## src/rtl/spg_pkg.sv

```systemverilog
// Package spg_pkg: the command bytes and the code width shared by the
// status-pin generator modules. It assumes an 8-bit write data bus.
package spg_pkg;
    localparam int unsigned DATA_W   = 8;
    localparam int unsigned CODE_W   = 2;
    localparam logic [DATA_W-1:0] CMD_SETUP = 8'hB8;
    localparam logic [DATA_W-1:0] CMD_CLEAR = 8'h50;
    typedef logic [CODE_W-1:0] pin_cfg_t;
    localparam pin_cfg_t CFG_LEVEL = '0;
endpackage

```

## src/rtl/spg_cmd_decode.sv

```systemverilog
// spg_cmd_decode: follows the two-write configuration command and the
// clear-status write. Its outputs are one-cycle strobes. The module assumes
// that each bus write asserts wr_en for a single cycle. Whatever write
// follows a setup byte is taken as the confirm write.
module spg_cmd_decode
    import spg_pkg::*;
(
    input  logic              clk,
    input  logic              rst_n,
    input  logic              wr_en,
    input  logic [DATA_W-1:0] wr_data,
    input  logic              eng_busy,
    input  logic              eng_susp,
    output logic              cfg_load,
    output pin_cfg_t          cfg_code,
    output logic              err_set,
    output logic              err_clr
);
    logic pend_q;
    logic confirm;
    logic idle_ok;
    logic code_ok;

    // Remember that a setup byte arrived and that the next write is its confirm.
    always_ff @(posedge clk) begin
        if (!rst_n)
            pend_q <= 1'b0;
        else if (wr_en)
            pend_q <= !pend_q && (wr_data == CMD_SETUP);
    end

    // Classify the current write into load, error or clear strobes.
    always_comb begin
        confirm  = wr_en && pend_q;
        idle_ok  = !eng_busy && !eng_susp;
        code_ok  = (wr_data[DATA_W-1:CODE_W] == '0);
        cfg_code = wr_data[CODE_W-1:0];
        cfg_load = confirm && idle_ok && code_ok;
        err_set  = confirm && idle_ok && !code_ok;
        err_clr  = wr_en && !pend_q && (wr_data == CMD_CLEAR);
    end
endmodule

```

## src/rtl/spg_cfg_regs.sv

```systemverilog
// spg_cfg_regs: holds the selected pin mode and the sticky error bits.
// It assumes that err_set and err_clr are never high in the same cycle.
// The decoder guarantees this, and err_set still takes priority if they are.
module spg_cfg_regs
    import spg_pkg::*;
(
    input  logic     clk,
    input  logic     rst_n,
    input  logic     cfg_load,
    input  pin_cfg_t cfg_code,
    input  logic     err_set,
    input  logic     err_clr,
    output pin_cfg_t mode_q,
    output logic [1:0] err_q
);
    // Load a new mode only when the decoder accepts a confirm write.
    always_ff @(posedge clk) begin
        if (!rst_n)
            mode_q <= CFG_LEVEL;
        else if (cfg_load)
            mode_q <= cfg_code;
    end

    // Set both error bits on an invalid code and drop them on clear-status.
    always_ff @(posedge clk) begin
        if (!rst_n)
            err_q <= 2'b00;
        else if (err_set)
            err_q <= 2'b11;
        else if (err_clr)
            err_q <= 2'b00;
    end
endmodule

```

## src/rtl/spg_pulse_timer.sv

```systemverilog
// spg_pulse_timer: counts out a pulse of PULSE_LEN cycles. It starts one
// cycle after fire is sampled, and a new fire reloads the count. It assumes
// PULSE_LEN >= 1. The clr input wins over fire.
module spg_pulse_timer #(
    parameter int unsigned PULSE_LEN = 4
) (
    input  logic clk,
    input  logic rst_n,
    input  logic fire,
    input  logic clr,
    output logic active
);
    localparam int unsigned CNT_W = $clog2(PULSE_LEN + 1);
    localparam logic [CNT_W-1:0] LOAD_VAL = CNT_W'(PULSE_LEN);

    logic [CNT_W-1:0] cnt_q;

    // Reload on fire, otherwise count down to zero.
    always_ff @(posedge clk) begin
        if (!rst_n || clr)
            cnt_q <= '0;
        else if (fire)
            cnt_q <= LOAD_VAL;
        else if (cnt_q != '0)
            cnt_q <= cnt_q - 1'b1;
    end

    // The pulse is running while the counter is non-zero.
    assign active = (cnt_q != '0);
endmodule

```

## src/rtl/status_pin_gen.sv

```systemverilog
// status_pin_gen: drives the status pin either as a level ready/busy line or
// as active-low completion pulses, and reports invalid configuration codes.
// It assumes that prog_done and erase_done are one-cycle flags and that
// lock_op is valid in the same cycle as those flags.
module status_pin_gen
    import spg_pkg::*;
#(
    parameter int unsigned PULSE_LEN = 4
) (
    input  logic              clk,
    input  logic              rst_n,
    input  logic              wr_en,
    input  logic [DATA_W-1:0] wr_data,
    input  logic              eng_busy,
    input  logic              eng_susp,
    input  logic              prog_done,
    input  logic              erase_done,
    input  logic              lock_op,
    output logic              stat_pin,
    output logic [1:0]        sr_err
);
    logic     cfg_load;
    pin_cfg_t cfg_code;
    logic     err_set;
    logic     err_clr;
    pin_cfg_t mode_q;
    logic     pulse_on;
    logic     fire;
    logic     ready_q;

    spg_cmd_decode u_dec (
        .clk(clk), .rst_n(rst_n), .wr_en(wr_en), .wr_data(wr_data),
        .eng_busy(eng_busy), .eng_susp(eng_susp),
        .cfg_load(cfg_load), .cfg_code(cfg_code),
        .err_set(err_set), .err_clr(err_clr)
    );

    spg_cfg_regs u_regs (
        .clk(clk), .rst_n(rst_n), .cfg_load(cfg_load), .cfg_code(cfg_code),
        .err_set(err_set), .err_clr(err_clr),
        .mode_q(mode_q), .err_q(sr_err)
    );

    // Fire on an enabled completion of a job that is not a lock-bit job.
    always_comb begin
        fire = !lock_op && ((erase_done && mode_q[0]) || (prog_done && mode_q[1]));
    end

    spg_pulse_timer #(.PULSE_LEN(PULSE_LEN)) u_pulse (
        .clk(clk), .rst_n(rst_n), .fire(fire), .clr(cfg_load), .active(pulse_on)
    );

    // Register the level ready/busy value. A suspended engine counts as ready.
    always_ff @(posedge clk) begin
        if (!rst_n)
            ready_q <= 1'b1;
        else
            ready_q <= !(eng_busy && !eng_susp);
    end

    // Choose the pin source from the current mode.
    assign stat_pin = (mode_q == CFG_LEVEL) ? ready_q : !pulse_on;
endmodule

```

## config.mk

```make
export PLATFORM = sky130hd
export DESIGN_NAME = status_pin_gen
export DESIGN_NICKNAME = d
export VERILOG_FILES = /design/src/rtl/spg_pkg.sv /design/src/rtl/spg_cmd_decode.sv /design/src/rtl/spg_cfg_regs.sv /design/src/rtl/spg_pulse_timer.sv /design/src/rtl/status_pin_gen.sv
export SDC_FILE = /design/constraint.sdc
export NUM_CORES = 1
export LEC_CHECK = 0
export BUFFER_PORTS_ARGS = -buffer_cell sky130_fd_sc_hd__buf_2
export CAP_MARGIN = 20
export CORE_MARGIN = 8
export CORE_UTILIZATION = 35
export CTS_BUF_LIST = sky130_fd_sc_hd__clkbuf_8
export CTS_CLUSTER_SIZE = 40
export DETAILED_ROUTE_END_ITERATION = 8
export HOLD_SLACK_MARGIN = 0.08
export PLACE_DENSITY = 0.6
export SYNTH_ARGS = -nofsm -noshare
export SYNTH_HDL_FRONTEND = slang
export SYNTH_SLANG_ARGS = --single-unit
```

## constraint.sdc

```tcl
create_clock -name clk -period 3.27 [get_ports clk]
set_input_delay 0.4905 -clock clk [delete_from_list [all_inputs] [get_ports clk]]
set_output_delay 0.4905 -clock clk [all_outputs]
set_load 0.1 [all_outputs]
```

# Yosys cells after proc, flatten, opt, wreduce, memory -nomap -nowiden
# Index checks and enable logic that the tools add are counted.
word_totals:
  register_bits: 9
  wordCells: 42
  output_inout_bits: 3
  input_bits: 16
classes:
  n_reduce_logical: 28
  addsub: 1
  n_eq_ne: 2
  mux: 5
op_table:
  columns: ["operator", "count"]
  rows:
  - ["$logic_and 1x1->1", 12]
  - ["$eq 8x7->1 const B", 1]
  - ["$eq 8x8->1 const B", 1]
  - ["$logic_not 1->1", 8]
  - ["$logic_not 6->1", 1]
  - ["$mux 3", 2]
  - ["$mux 2", 2]
  - ["$reduce_bool 2->1", 2]
  - ["$reduce_bool 3->1", 1]
  - ["$sub 3x1->3 const B", 1]
  - ["$logic_not 2->1", 1]
  - ["$logic_or 1x1->1", 2]
  - ["$reduce_or 2->1", 1]
  - ["$mux 1", 1]

# Longest topological paths before layout
# Gate-level depths: netlist of run 1.
logic_depth:
  depth_word: 6
  mapped_depth: 5
  mapped_depth_nobuf: 5

# Modules after synthesis
# A second synthesis of run 1 with hierarchy kept.
unflattened:
  hier_cells: 54
  area_unflattened_um2: 475.5
modules_own_cells:
  columns: ["mod", "seq_area_each_um2", "cells_per_inst", "n_inst", "area_each_um2"]
  rows:
  - ["spg_pulse_timer", 60.1, 20, 1, 181.4]
  - ["spg_cmd_decode", 20.0, 18, 1, 127.6]
  - ["spg_cfg_regs", 60.1, 10, 1, 113.9]
  - ["status_pin_gen", 20.0, 6, 1, 52.6]

# Worst setup path after synthesis of run 1
# OpenSTA, ideal clock, no wires.
synth_path:
  path_type: "register -> output"
  from: "register u_pulse.cnt_q[0]"
  to: "output stat_pin"
  path_buffers: 0
  path_stages_with_launch: 5
  arrival_time_ns: 2.744
  setup_slack_ns: 0.036
  required_ns: 2.779
  path_cell_list: "dfxtp_1 inv_1 ha_1 nand2b_1 o21ai_0"
synth_via:
  elab_chain_cells: 3
synth_lines:
  columns: ["item", "line_no", "rtl"]
  rows:
  - ["from (decl)", "spg_pulse_timer.sv:16", "logic [CNT_W-1:0] cnt_q;"]
  - ["from (signal assigned)", "spg_pulse_timer.sv:25", "cnt_q <= cnt_q - 1'b1;"]
  - ["$reduce_bool 3->1", "spg_pulse_timer.sv:29", "assign active = (cnt_q != '0);"]
  - ["$logic_not 1->1", "status_pin_gen.sv:62", "assign stat_pin = (mode_q == CFG_LEVEL) ? ready_q : !pulse_on;"]
  - ["$mux 1", "status_pin_gen.sv:62", null]
  - ["to (decl)", "status_pin_gen.sv:19", "output logic stat_pin,"]
# No other way between the ends.

# Final worst setup path of run 1
layout_path:
  from: "register u_pulse.cnt_q[1]"
  to: "output stat_pin"
# Same word-level chain as after synthesis.

==> flow_summary.toml, run 1 <==
[outcome]
run_status = "complete, no violations"

[pwr]
power.share.combinational_pct = 32.3
p_leak_nw = 0.253
clkPwrFrac_pct = 33.1
power.internal_mw = 0.254
pwr-share-seq_pct = 34.5
total_switching_power_mw = 0.0962
vdd_ir_drop_max_mv = 0.238
power.switching_fraction_pct = 27.5
power.density_cell_area_nw_per_um2 = 576

[critical_path]
worst_path_max_delay_cell = "sky130_fd_sc_hd__buf_2"
critPathMaxFanout = 3
required_ns = 2.78
crit_path_start_kind = "flip-flop"
critPathMaxStageDelay_ns = 0.44
critical_path_arrival_ns = 1.48
worstSetupPathType = "reg -> out"
cp_cell_sequence = "inv_1, ha_1, nand2b_1, o21ai_0, buf_2"
critical_path.endpoint_type = "output pin"
cell_family_with_most_cp_delay = "buffers and inverters"
path_buf_inv = 2

[global_route]
overall_track_demand_over_capacity_in_global_routing_pct = 8.52
via_count_of_the_first_global_routing_pass = 445
initial_antenna_violation_count = 0
grt_start_max_net_pins = 8
grt_overflow = 0
grt_pass1_wl_mm = 1.75

[routing]
number_of_vias_after_detailed_routing = 423
post_drt_via_cell_ratio = 5.10
top_layer_used = "met4"
wl_final_um = 994
detailroute.wirelength.met3_um = 71
ant_nets = 0
initialDrtViolationCount = 1
drt_pre_antenna_iters = 3
wl_met1_um = 435
routedWlPerCell_um = 12.0
dr_wl_met2_um = 451
detail_route.drc_violations = 0

[synthesis]
synth_top_cells_by_area = "sky130_fd_sc_hd__dfxtp_1 (34%), sky130_fd_sc_hd__mux2i_1 (6.5%), sky130_fd_sc_hd__nand4bb_4 (5.9%), sky130_fd_sc_hd__ha_1 (5.4%), sky130_fd_sc_hd__nand2_1 (4.8%)"
postSynthAreaPerCell_um2 = 9.70
synth.yosys.seq_area_share_pct = 34.4
synth_commonest_cells = "sky130_fd_sc_hd__dfxtp_1 (8), sky130_fd_sc_hd__nand2_1 (6), sky130_fd_sc_hd__inv_1 (5)"
synth_nets = 66
ys_types = 26
yosys_register_bits = 8
post_synthesis_instance_total = 48
yosys_warnings = 0
synth_edf_count = 0
synth.cell_area_um2 = 465
synth-main-ff-cell = "sky130_fd_sc_hd__dfxtp_1"
postSynth.asyncResetShare_pct = 0
yosysMostFrequentCell = "sky130_fd_sc_hd__dfxtp_1"
yosys.area.top_type = "sky130_fd_sc_hd__dfxtp_1"
synth_top_area_share_pct = 34.4

[finish]
drive_gt1_share_pct = 36.8
num_antenna_cells = 0
layout.nets = 88
area.growth.synth_to_final_pct = 30.6
final_core_utilization_pct = 47.9
num-fill-cells = 121

[floorplanning]
number_of_top_level_design_ports = 19
floorplan.initialDensity_pct = 36.7
coreArea_um2 = 1270
dieHeight_um = 52.5
floorplan.rows = 13
fp.dieW_um = 52.5
fp.dieArea_um2 = 2750

[clock_network]
post_cts_resized = 0
cts_sinks = 8
clock_tree.htree_level_count = 1
tritoncts = "built"
clock_tree.buffer_depth = 2
cts_root_buffer = "sky130_fd_sc_hd__clkbuf_8"
insertion_delay_ns = 0.22
cts_setup_buffers = 0
worst_setup_hold_path_clk_slew_ns = 0.04
cts_hold_buf = 0
numCtsBuffers = 3

[job]
drv_cap = 0

[timing]
worstMarginPinSlew_ns = 0.487
fmax_mhz = 507
maxSlewViolCount = 0
layout_min_cycle_time_ns = 1.97
timing.final.hold_violations = 0
fin_tns_setup_ns = 0
grt_setup_unrepaired = "false"
fin_skew_ns = 0.000154
min_period_over_period_pct = 60.3
timing.final.setup_violations = 0
max_slew_margin_pct = 67.8
worst_hold_slack_ns = 0.467

[placed_design]
placed_wire_length_estimate_after_detailed_placement_um = 861
globalplace.congestion = 0.735
port_buffers = 18

[hold_path]
holdCritPathClass = "reg -> reg"
==> cell type report <==
class                   instances  area [um^2]  area share [%]
well taps                      15         18.8            3.09
inverters                       5         18.8            3.09
multi-input cells              34          279            45.9
clock buffers                   3         41.3            6.79
flip-flops and latches          8          160            26.3
repair buffers                 18         90.1            14.8
==> metrics by stage <==
stage               instances  total power, mW  setup slack [ns]  area, um^2
floorplan                  48            0.208            0.0359         465
global placement           80            0.237              1.52         567
detailed placement         80            0.236              1.50         567
CTS                        83            0.352              1.28         608
global route               83            0.379              1.21         608
finish                     83            0.350              1.30         608
==> registers in the layout (all words and copies together) (netlist names) <==
signal,cells
u_pulse.cnt_q,3
u_regs.mode_q,2
ready_q,1
u_dec.pend_q,1
u_regs.err_q,1
==> logic make-up (layout without fill, tap and decap cells) <==
kind of cell | count (synthesis) | after routing | share of synthesized area [%]
simple gates | 23 | 23 | 38.7
flops | 8 | 8 | 34.4
buf+inv | 6 | 26 | 5.65
compound gates | 5 | 5 | 7.53
mux | 3 | 3 | 6.45
fa+ha+maj | 2 | 2 | 5.38
xor+xnor | 1 | 1 | 1.88
==> worst min-delay path, cell delays in order (launching register included) <==
cell,delay [ns]
sky130_fd_sc_hd__dfxtp_1,0.31
sky130_fd_sc_hd__nand2_1,0.05
sky130_fd_sc_hd__o32ai_1,0.05
==> cell usage in the layout (no fill, tap or decap), types with 2 or more instances in the layout <==
master	Yosys	layout
sky130_fd_sc_hd__nor4_1	2	2
sky130_fd_sc_hd__mux2i_1	3	3
sky130_fd_sc_hd__nor2_1	2	2
sky130_fd_sc_hd__nand2b_1	2	2
sky130_fd_sc_hd__inv_1	5	5
sky130_fd_sc_hd__dfxtp_1	8	8
sky130_fd_sc_hd__buf_2	0	18
sky130_fd_sc_hd__ha_1	2	2
sky130_fd_sc_hd__clkbuf_8	0	3
sky130_fd_sc_hd__nand2_1	6	6
==> power groups by stage <==
stage / sequential, mW / combinational [mW] / clock (mW)
finish: 0.121 / 0.113 / 0.116
global route: 0.123 / 0.133 / 0.122
CTS: 0.121 / 0.115 / 0.116
detailed placement: 0.123 / 0.114 / 0
global placement: 0.122 / 0.115 / 0
floorplan: 0.121 / 0.0867 / 0
==> routing by layer <==
| metal | vias to the layer above | track usage, % |
|---|---|---|
| li1 | 215 | - |
| met4 | 0 | 7.76 |
| met5 | - | 0 |
| met2 | 15 | 12.8 |
| met1 | 191 | 9.15 |
| met3 | 2 | 2.84 |
==> path summary, 6_finish.rpt <==
kind | from | endpoint | slack [ns] | cells after the start
worst max-delay path | u_pulse.cnt_q[1]$_SDFFE_PP0N_ | stat_pin | 1.30 | 5
worst max register to register | u_pulse.cnt_q[0]$_SDFFE_PP0N_ | u_pulse.cnt_q[2]$_SDFFE_PP0P_ | 1.90 | 5
worst min-delay path | u_regs.err_q[0]$_SDFFE_PN0P_ | u_regs.err_q[0]$_SDFFE_PN0P_ | 0.47 | 2
worst min register to register | u_regs.err_q[0]$_SDFFE_PN0P_ | u_regs.err_q[0]$_SDFFE_PN0P_ | 0.47 | 2
No activity file was read; power rests on OpenSTA's default activity.
==> run 2: changes to the inputs <==
--- a/config.mk
+++ b/config.mk
@@ -13,7 +13,7 @@
 export CTS_CLUSTER_SIZE = 40
 export DETAILED_ROUTE_END_ITERATION = 8
 export HOLD_SLACK_MARGIN = 0.08
-export PLACE_DENSITY = 0.6
+export PLACE_DENSITY = 0.63
 export SYNTH_ARGS = -nofsm -noshare
 export SYNTH_HDL_FRONTEND = slang
 export SYNTH_SLANG_ARGS = --single-unit
==> constraint.sdc (replaced) <==
create_clock -name clk -period 1.65 [get_ports clk]
set_input_delay 0.2475 -clock clk [delete_from_list [all_inputs] [get_ports clk]]
set_output_delay 0.2475 -clock clk [all_outputs]
set_load 0.1 [all_outputs]
==> run 2 against run 1 <==
Compared with the run above:
- die area unchanged
- cell area up 4.3%
- global-route usage shrank 0.24 points
- critical endpoint unchanged
- largest cell class unchanged
==> flow_summary.toml, run 2 (synthesis results as in run 1) <==
[clock_network]
insertion_delay_ns = 0.22
cts_sinks = 8
cts_hold_buf = 0
post_cts_resized = 0
cts_root_buffer = "sky130_fd_sc_hd__clkbuf_8"
clock_tree.htree_level_count = 1
worst_setup_hold_path_clk_slew_ns = 0.04
tritoncts = "built"
numCtsBuffers = 3
cts_setup_buffers = 0
clock_tree.buffer_depth = 2

[routing]
number_of_vias_after_detailed_routing = 422
detail_route.drc_violations = 0
wl_final_um = 986
routedWlPerCell_um = 11.9
post_drt_via_cell_ratio = 5.08
ant_nets = 0
drt_pre_antenna_iters = 3
initialDrtViolationCount = 5

[floorplanning]
floorplan.initialDensity_pct = 36.7
dieHeight_um = 52.5
fp.dieW_um = 52.5
fp.dieArea_um2 = 2750
floorplan.rows = 13
number_of_top_level_design_ports = 19
coreArea_um2 = 1270

[global_route]
grt_overflow = 0
via_count_of_the_first_global_routing_pass = 427
grt_start_max_net_pins = 8
initial_antenna_violation_count = 0
grt_pass1_wl_mm = 1.66
overall_track_demand_over_capacity_in_global_routing_pct = 8.28

[timing]
min_period_over_period_pct = 93.0
fmax_mhz = 652
maxSlewViolCount = 0
worstMarginPinSlew_ns = 0.486
fin_skew_ns = 0.000494
timing.final.hold_violations = 0
finalWorstSetupSlack_ns = 0.116
max_slew_margin_pct = 67.8
layout_min_cycle_time_ns = 1.53
fin_tns_setup_ns = 0
timing.final.setup_violations = 0
grt_setup_unrepaired = "false"
worst_hold_slack_ns = 0.228

[finish]
stdcell_area_um2 = 634
reg_with_most_ffs = "u_pulse.cnt_q"
largest_registers = "u_pulse.cnt_q: 3 flops, u_regs.mode_q: 2 flops"
layout.cells.most_common = "sky130_fd_sc_hd__buf_2"
num-fill-cells = 125
mostFrequentLayoutCells = "sky130_fd_sc_hd__buf_2 (17), sky130_fd_sc_hd__dfxtp_1 (8), sky130_fd_sc_hd__nand2_1 (6)"
drive_gt1_share_pct = 38.2
register_area_um2 = 160
final-instance-count-excl-fill = 83
largest_register_ff_count = 3
layout.nets = 88
final_core_utilization_pct = 50.0
num_antenna_cells = 0
multi_input_area_um2 = 290
area.growth.synth_to_final_pct = 36.3

[critical_path]
r2r_slack_ns = 0.24
critPathMaxStageDelay_ns = 0.31
critical_path.endpoint_type = "output pin"
worstSetupPathType = "reg -> out"
path_buf_inv = 2
critPathMaxFanout = 3
crit-reg2reg-launch = "u_pulse.cnt_q[0]$_SDFFE_PP0N_"
critical_path_arrival_ns = 1.29
crit_path_start_kind = "flip-flop"
cell_family_with_most_cp_delay = "flip-flops"
length_in_cells_of_the_worst_reg_to_reg_path = 5
worst_path_max_delay_cell = "sky130_fd_sc_hd__dfxtp_1"
worst_r2r_endpoint = "u_pulse.cnt_q[2]$_SDFFE_PP0P_"
cp_cell_sequence = "inv_1, ha_1, nand2b_1, o21ai_4, buf_12"
required_ns = 1.40

[placed_design]
globalplace.congestion = 0.733
port_buffers = 18
dp.cells = 80
dp_worst_setup_slack_ns = 0.113
placed_wire_length_estimate_after_detailed_placement_um = 866
placement.cell_area_um2 = 593

[outcome]
run_status = "complete, no violations"

[hold_path]
min_from = "eng_busy"
holdCritPathClass = "in -> reg"
min_delay_worst_endpoint = "ready_q$_SDFF_PN1_"
holdPathStages = 2

[job]
drv_cap = 0

[pwr]
total_power_consumption_mw = 0.704
power.density_cell_area_nw_per_um2 = 1110
vdd_ir_drop_max_mv = 0.441
p_leak_nw = 0.263
==> run 2: cell counts in the layout (fill, tap and decap cells not counted) <==
Identical to the previous run, type by type.
==> run 2: routing by layer <==
metal	track usage (%)	vias up	wire, um
li1	-	216	-
met3	2.27	4	70
met5	0	-	0
met1	7.99	185	431
met4	10.3	0	43
met2	12.6	17	441
==> run 2: worst reg2reg max path, delay by kind of cell, from the launching register on <==
family / cells / cell delay, ns
AOI/OAI and AO/OA: 1 / 0.08
adders and majority gates: 1 / 0.20
buffers and inverters: 1 / 0.06
DFF: 1 / 0.33
and+or+nand+nor: 2 / 0.65
==> run 2: final cells by class <==
class / count / area share [%]
sequential: 8 / 25.2
multi-input combinational: 34 / 45.8
inverter: 5 / 2.96
clock buffer: 3 / 6.51
tap: 15 / 2.96
timing repair buffer: 18 / 16.6
==> run 2: worst max path at each step <==
stage	start	endpoint	cells after the start	slack, ns
2_1_floorplan	u_regs.err_q[0]$_SDFFE_PN0P_	sr_err[1]	1	0.03
3_3_place_gp	wr_data[3]	u_regs.mode_q[1]$_SDFFE_PN0P_	4	0.15
3_5_place_dp	wr_data[3]	u_regs.mode_q[1]$_SDFFE_PN0P_	4	0.11
4_1_cts	u_pulse.cnt_q[0]$_SDFFE_PP0N_	stat_pin	5	0.09
5_1_grt	u_pulse.cnt_q[1]$_SDFFE_PP0N_	stat_pin	5	0.04
6_report	u_pulse.cnt_q[0]$_SDFFE_PP0N_	stat_pin	5	0.12
==> run 2: where the power goes <==
| part | internal [mW] | switching (mW) | total, mW |
|---|---|---|---|
| Sequential | 0.226 | 0.0147 | 0.241 |
| Combinational | 0.123 | 0.116 | 0.239 |
| Clock | 0.157 | 0.0670 | 0.224 |
| Total | 0.506 | 0.198 | 0.704 |
==> run 3: changes to the inputs <==
--- a/config.mk
+++ b/config.mk
@@ -14,6 +14,7 @@
 export DETAILED_ROUTE_END_ITERATION = 8
 export HOLD_SLACK_MARGIN = 0.08
 export PLACE_DENSITY = 0.63
+export REMOVE_ABC_BUFFERS = 1
 export SYNTH_ARGS = -nofsm -noshare
 export SYNTH_HDL_FRONTEND = slang
 export SYNTH_SLANG_ARGS = --single-unit
==> run 3 against run 2 <==
Compared with the run above:
- global-route usage rose by 0.75 points
- critical endpoint unchanged
- clock skew rose by 0.0026 ns
- utilization fell by 0.59 points
==> flow_summary.toml, run 3 (synthesis results as in run 1) <==
[clock_network]
clock_tree.htree_level_count = 1
cts_sinks = 8
numCtsBuffers = 3
cts_root_buffer = "sky130_fd_sc_hd__clkbuf_8"
cts_hold_buf = 0
tritoncts = "built"
insertion_delay_ns = 0.23
worst_setup_hold_path_clk_slew_ns = 0.04
cts_setup_buffers = 0
post_cts_resized = 1
clock_tree.buffer_depth = 2

[global_route]
grt_pass1_wl_mm = 1.84
grt_start_max_net_pins = 8
initial_antenna_violation_count = 0
grt_overflow = 0
overall_track_demand_over_capacity_in_global_routing_pct = 9.03
via_count_of_the_first_global_routing_pass = 484

[finish]
reg_with_most_ffs = "u_pulse.cnt_q"
drive_gt1_share_pct = 38.2
stdcell_area_um2 = 627
final-instance-count-excl-fill = 83
num_antenna_cells = 0
layout.nets = 88
largest_register_ff_count = 3
num-fill-cells = 131
final_core_utilization_pct = 49.4
mostFrequentLayoutCells = "sky130_fd_sc_hd__buf_2 (17), sky130_fd_sc_hd__dfxtp_1 (8), sky130_fd_sc_hd__nand2_1 (6)"
layout.cells.most_common = "sky130_fd_sc_hd__buf_2"
largest_registers = "u_pulse.cnt_q: 3 flops, u_regs.mode_q: 2 flops"
area.growth.synth_to_final_pct = 34.7

[critical_path]
critPathMaxStageDelay_ns = 0.32
crit-reg2reg-launch = "u_pulse.cnt_q[0]$_SDFFE_PP0N_"
worst_r2r_endpoint = "u_pulse.cnt_q[2]$_SDFFE_PP0P_"
cell_family_with_most_cp_delay = "flip-flops"
r2r_slack_ns = 0.25
worstSetupPathType = "reg -> out"
critPathMaxFanout = 3
worst_path_max_delay_cell = "sky130_fd_sc_hd__dfxtp_1"
required_ns = 1.40
critical_path.endpoint_type = "output pin"
critical_path_arrival_ns = 1.31
crit_path_start_kind = "flip-flop"
cp_cell_sequence = "inv_1, ha_1, nand2b_1, o21ai_2, buf_12"
path_buf_inv = 2
length_in_cells_of_the_worst_reg_to_reg_path = 5

[floorplanning]
dieHeight_um = 52.5
fp.dieArea_um2 = 2750
floorplan.rows = 13
floorplan.initialDensity_pct = 36.7
number_of_top_level_design_ports = 19
coreArea_um2 = 1270
fp.dieW_um = 52.5

[placed_design]
globalplace.congestion = 0.727
placed_wire_length_estimate_after_detailed_placement_um = 900
port_buffers = 18
placement.cell_area_um2 = 582
dp.cells = 80

[routing]
post_drt_via_cell_ratio = 5.12
initialDrtViolationCount = 3
wl_final_mm = 1.04
ant_nets = 0
detail_route.drc_violations = 0
drt_pre_antenna_iters = 4
routedWlPerCell_um = 12.6
number_of_vias_after_detailed_routing = 425

[timing]
maxSlewViolCount = 0
fin_skew_ns = 0.00313
max_slew_margin_pct = 67.8
layout_min_cycle_time_ns = 1.55
worstMarginPinSlew_ns = 0.487
timing.final.setup_violations = 0
min_period_over_period_pct = 94.1
fmax_mhz = 644
timing.final.hold_violations = 0
grt_setup_unrepaired = "false"

[job]
drv_cap = 0

[hold_path]
min_delay_worst_endpoint = "ready_q$_SDFF_PN1_"
min_from = "eng_busy"
holdCritPathClass = "in -> reg"
holdPathStages = 2

[pwr]
power.internal_mw = 0.505
pwr-share-seq_pct = 34.4
total_switching_power_mw = 0.199
vdd_ir_drop_max_mv = 0.456
power.share.combinational_pct = 32.7
power.density_cell_area_nw_per_um2 = 1120
p_leak_nw = 0.262
clkPwrFrac_pct = 32.9
power.switching_fraction_pct = 28.3

[outcome]
run_status = "complete, no violations"
## run 3: cell counts in the layout (fill, tap and decap cells not counted)
Identical to the previous run, type by type.
## run 3: per-layer routing
| layer | wire length (um) | part of all wire (%) | global-route usage [%] |
|---|---|---|---|
| met5 | 0 | 0 | 0 |
| met4 | 30 | 2.9 | 9.05 |
| met3 | 71 | 6.8 | 2.56 |
| met2 | 474 | 45 | 14.2 |
| met1 | 466 | 45 | 9.15 |
## run 3: layout make-up
class | count | area (um^2) | area share, %
clock buffers | 3 | 41.3 | 6.59
inverters | 5 | 18.8 | 2.99
multi-input cells | 34 | 283 | 45.1
repair buffers | 18 | 105 | 16.8
flip-flops and latches | 8 | 160 | 25.5
well taps | 15 | 18.8 | 2.99
## run 3: how the worst max path moves through the flow
stage	startpoint	endpoint	slack, ns	cells after the start
finish	u_pulse.cnt_q[0]$_SDFFE_PP0N_	stat_pin	0.1	5
global route	u_pulse.cnt_q[0]$_SDFFE_PP0N_	stat_pin	0.02	5
detailed placement	wr_data[3]	u_regs.mode_q[0]$_SDFFE_PN0P_	0.13	4
CTS	u_pulse.cnt_q[0]$_SDFFE_PP0N_	stat_pin	0.04	5
global placement	wr_data[3]	u_regs.mode_q[1]$_SDFFE_PN0P_	0.16	4
floorplan	u_pulse.cnt_q[0]$_SDFFE_PP0N_	stat_pin	-1.34	4
## run 3: power groups by stage
stage / sequential [mW] / clock (mW) / combinational [mW]
floorplan: 0.240 / 0 / 0.172
global placement: 0.244 / 0 / 0.228
detailed placement: 0.244 / 0 / 0.231
CTS: 0.241 / 0.237 / 0.234
global route: 0.246 / 0.256 / 0.268
finish: 0.242 / 0.232 / 0.230
## run 3: through the flow
| step | hold WS, ns | TNS [ns] | setup slack [ns] | power (mW) |
|---|---|---|---|---|
| 2_1_floorplan | 0.331 | -1.93 | -1.34 | 0.412 |
| 3_3_place_gp | 0.462 | 0 | 0.163 | 0.472 |
| 3_5_place_dp | 0.453 | 0 | 0.125 | 0.475 |
| 4_1_cts | 0.218 | 0 | 0.0363 | 0.713 |
| 5_1_grt | 0.232 | 0 | 0.0165 | 0.770 |
| 6_report | 0.220 | 0 | 0.0974 | 0.704 |
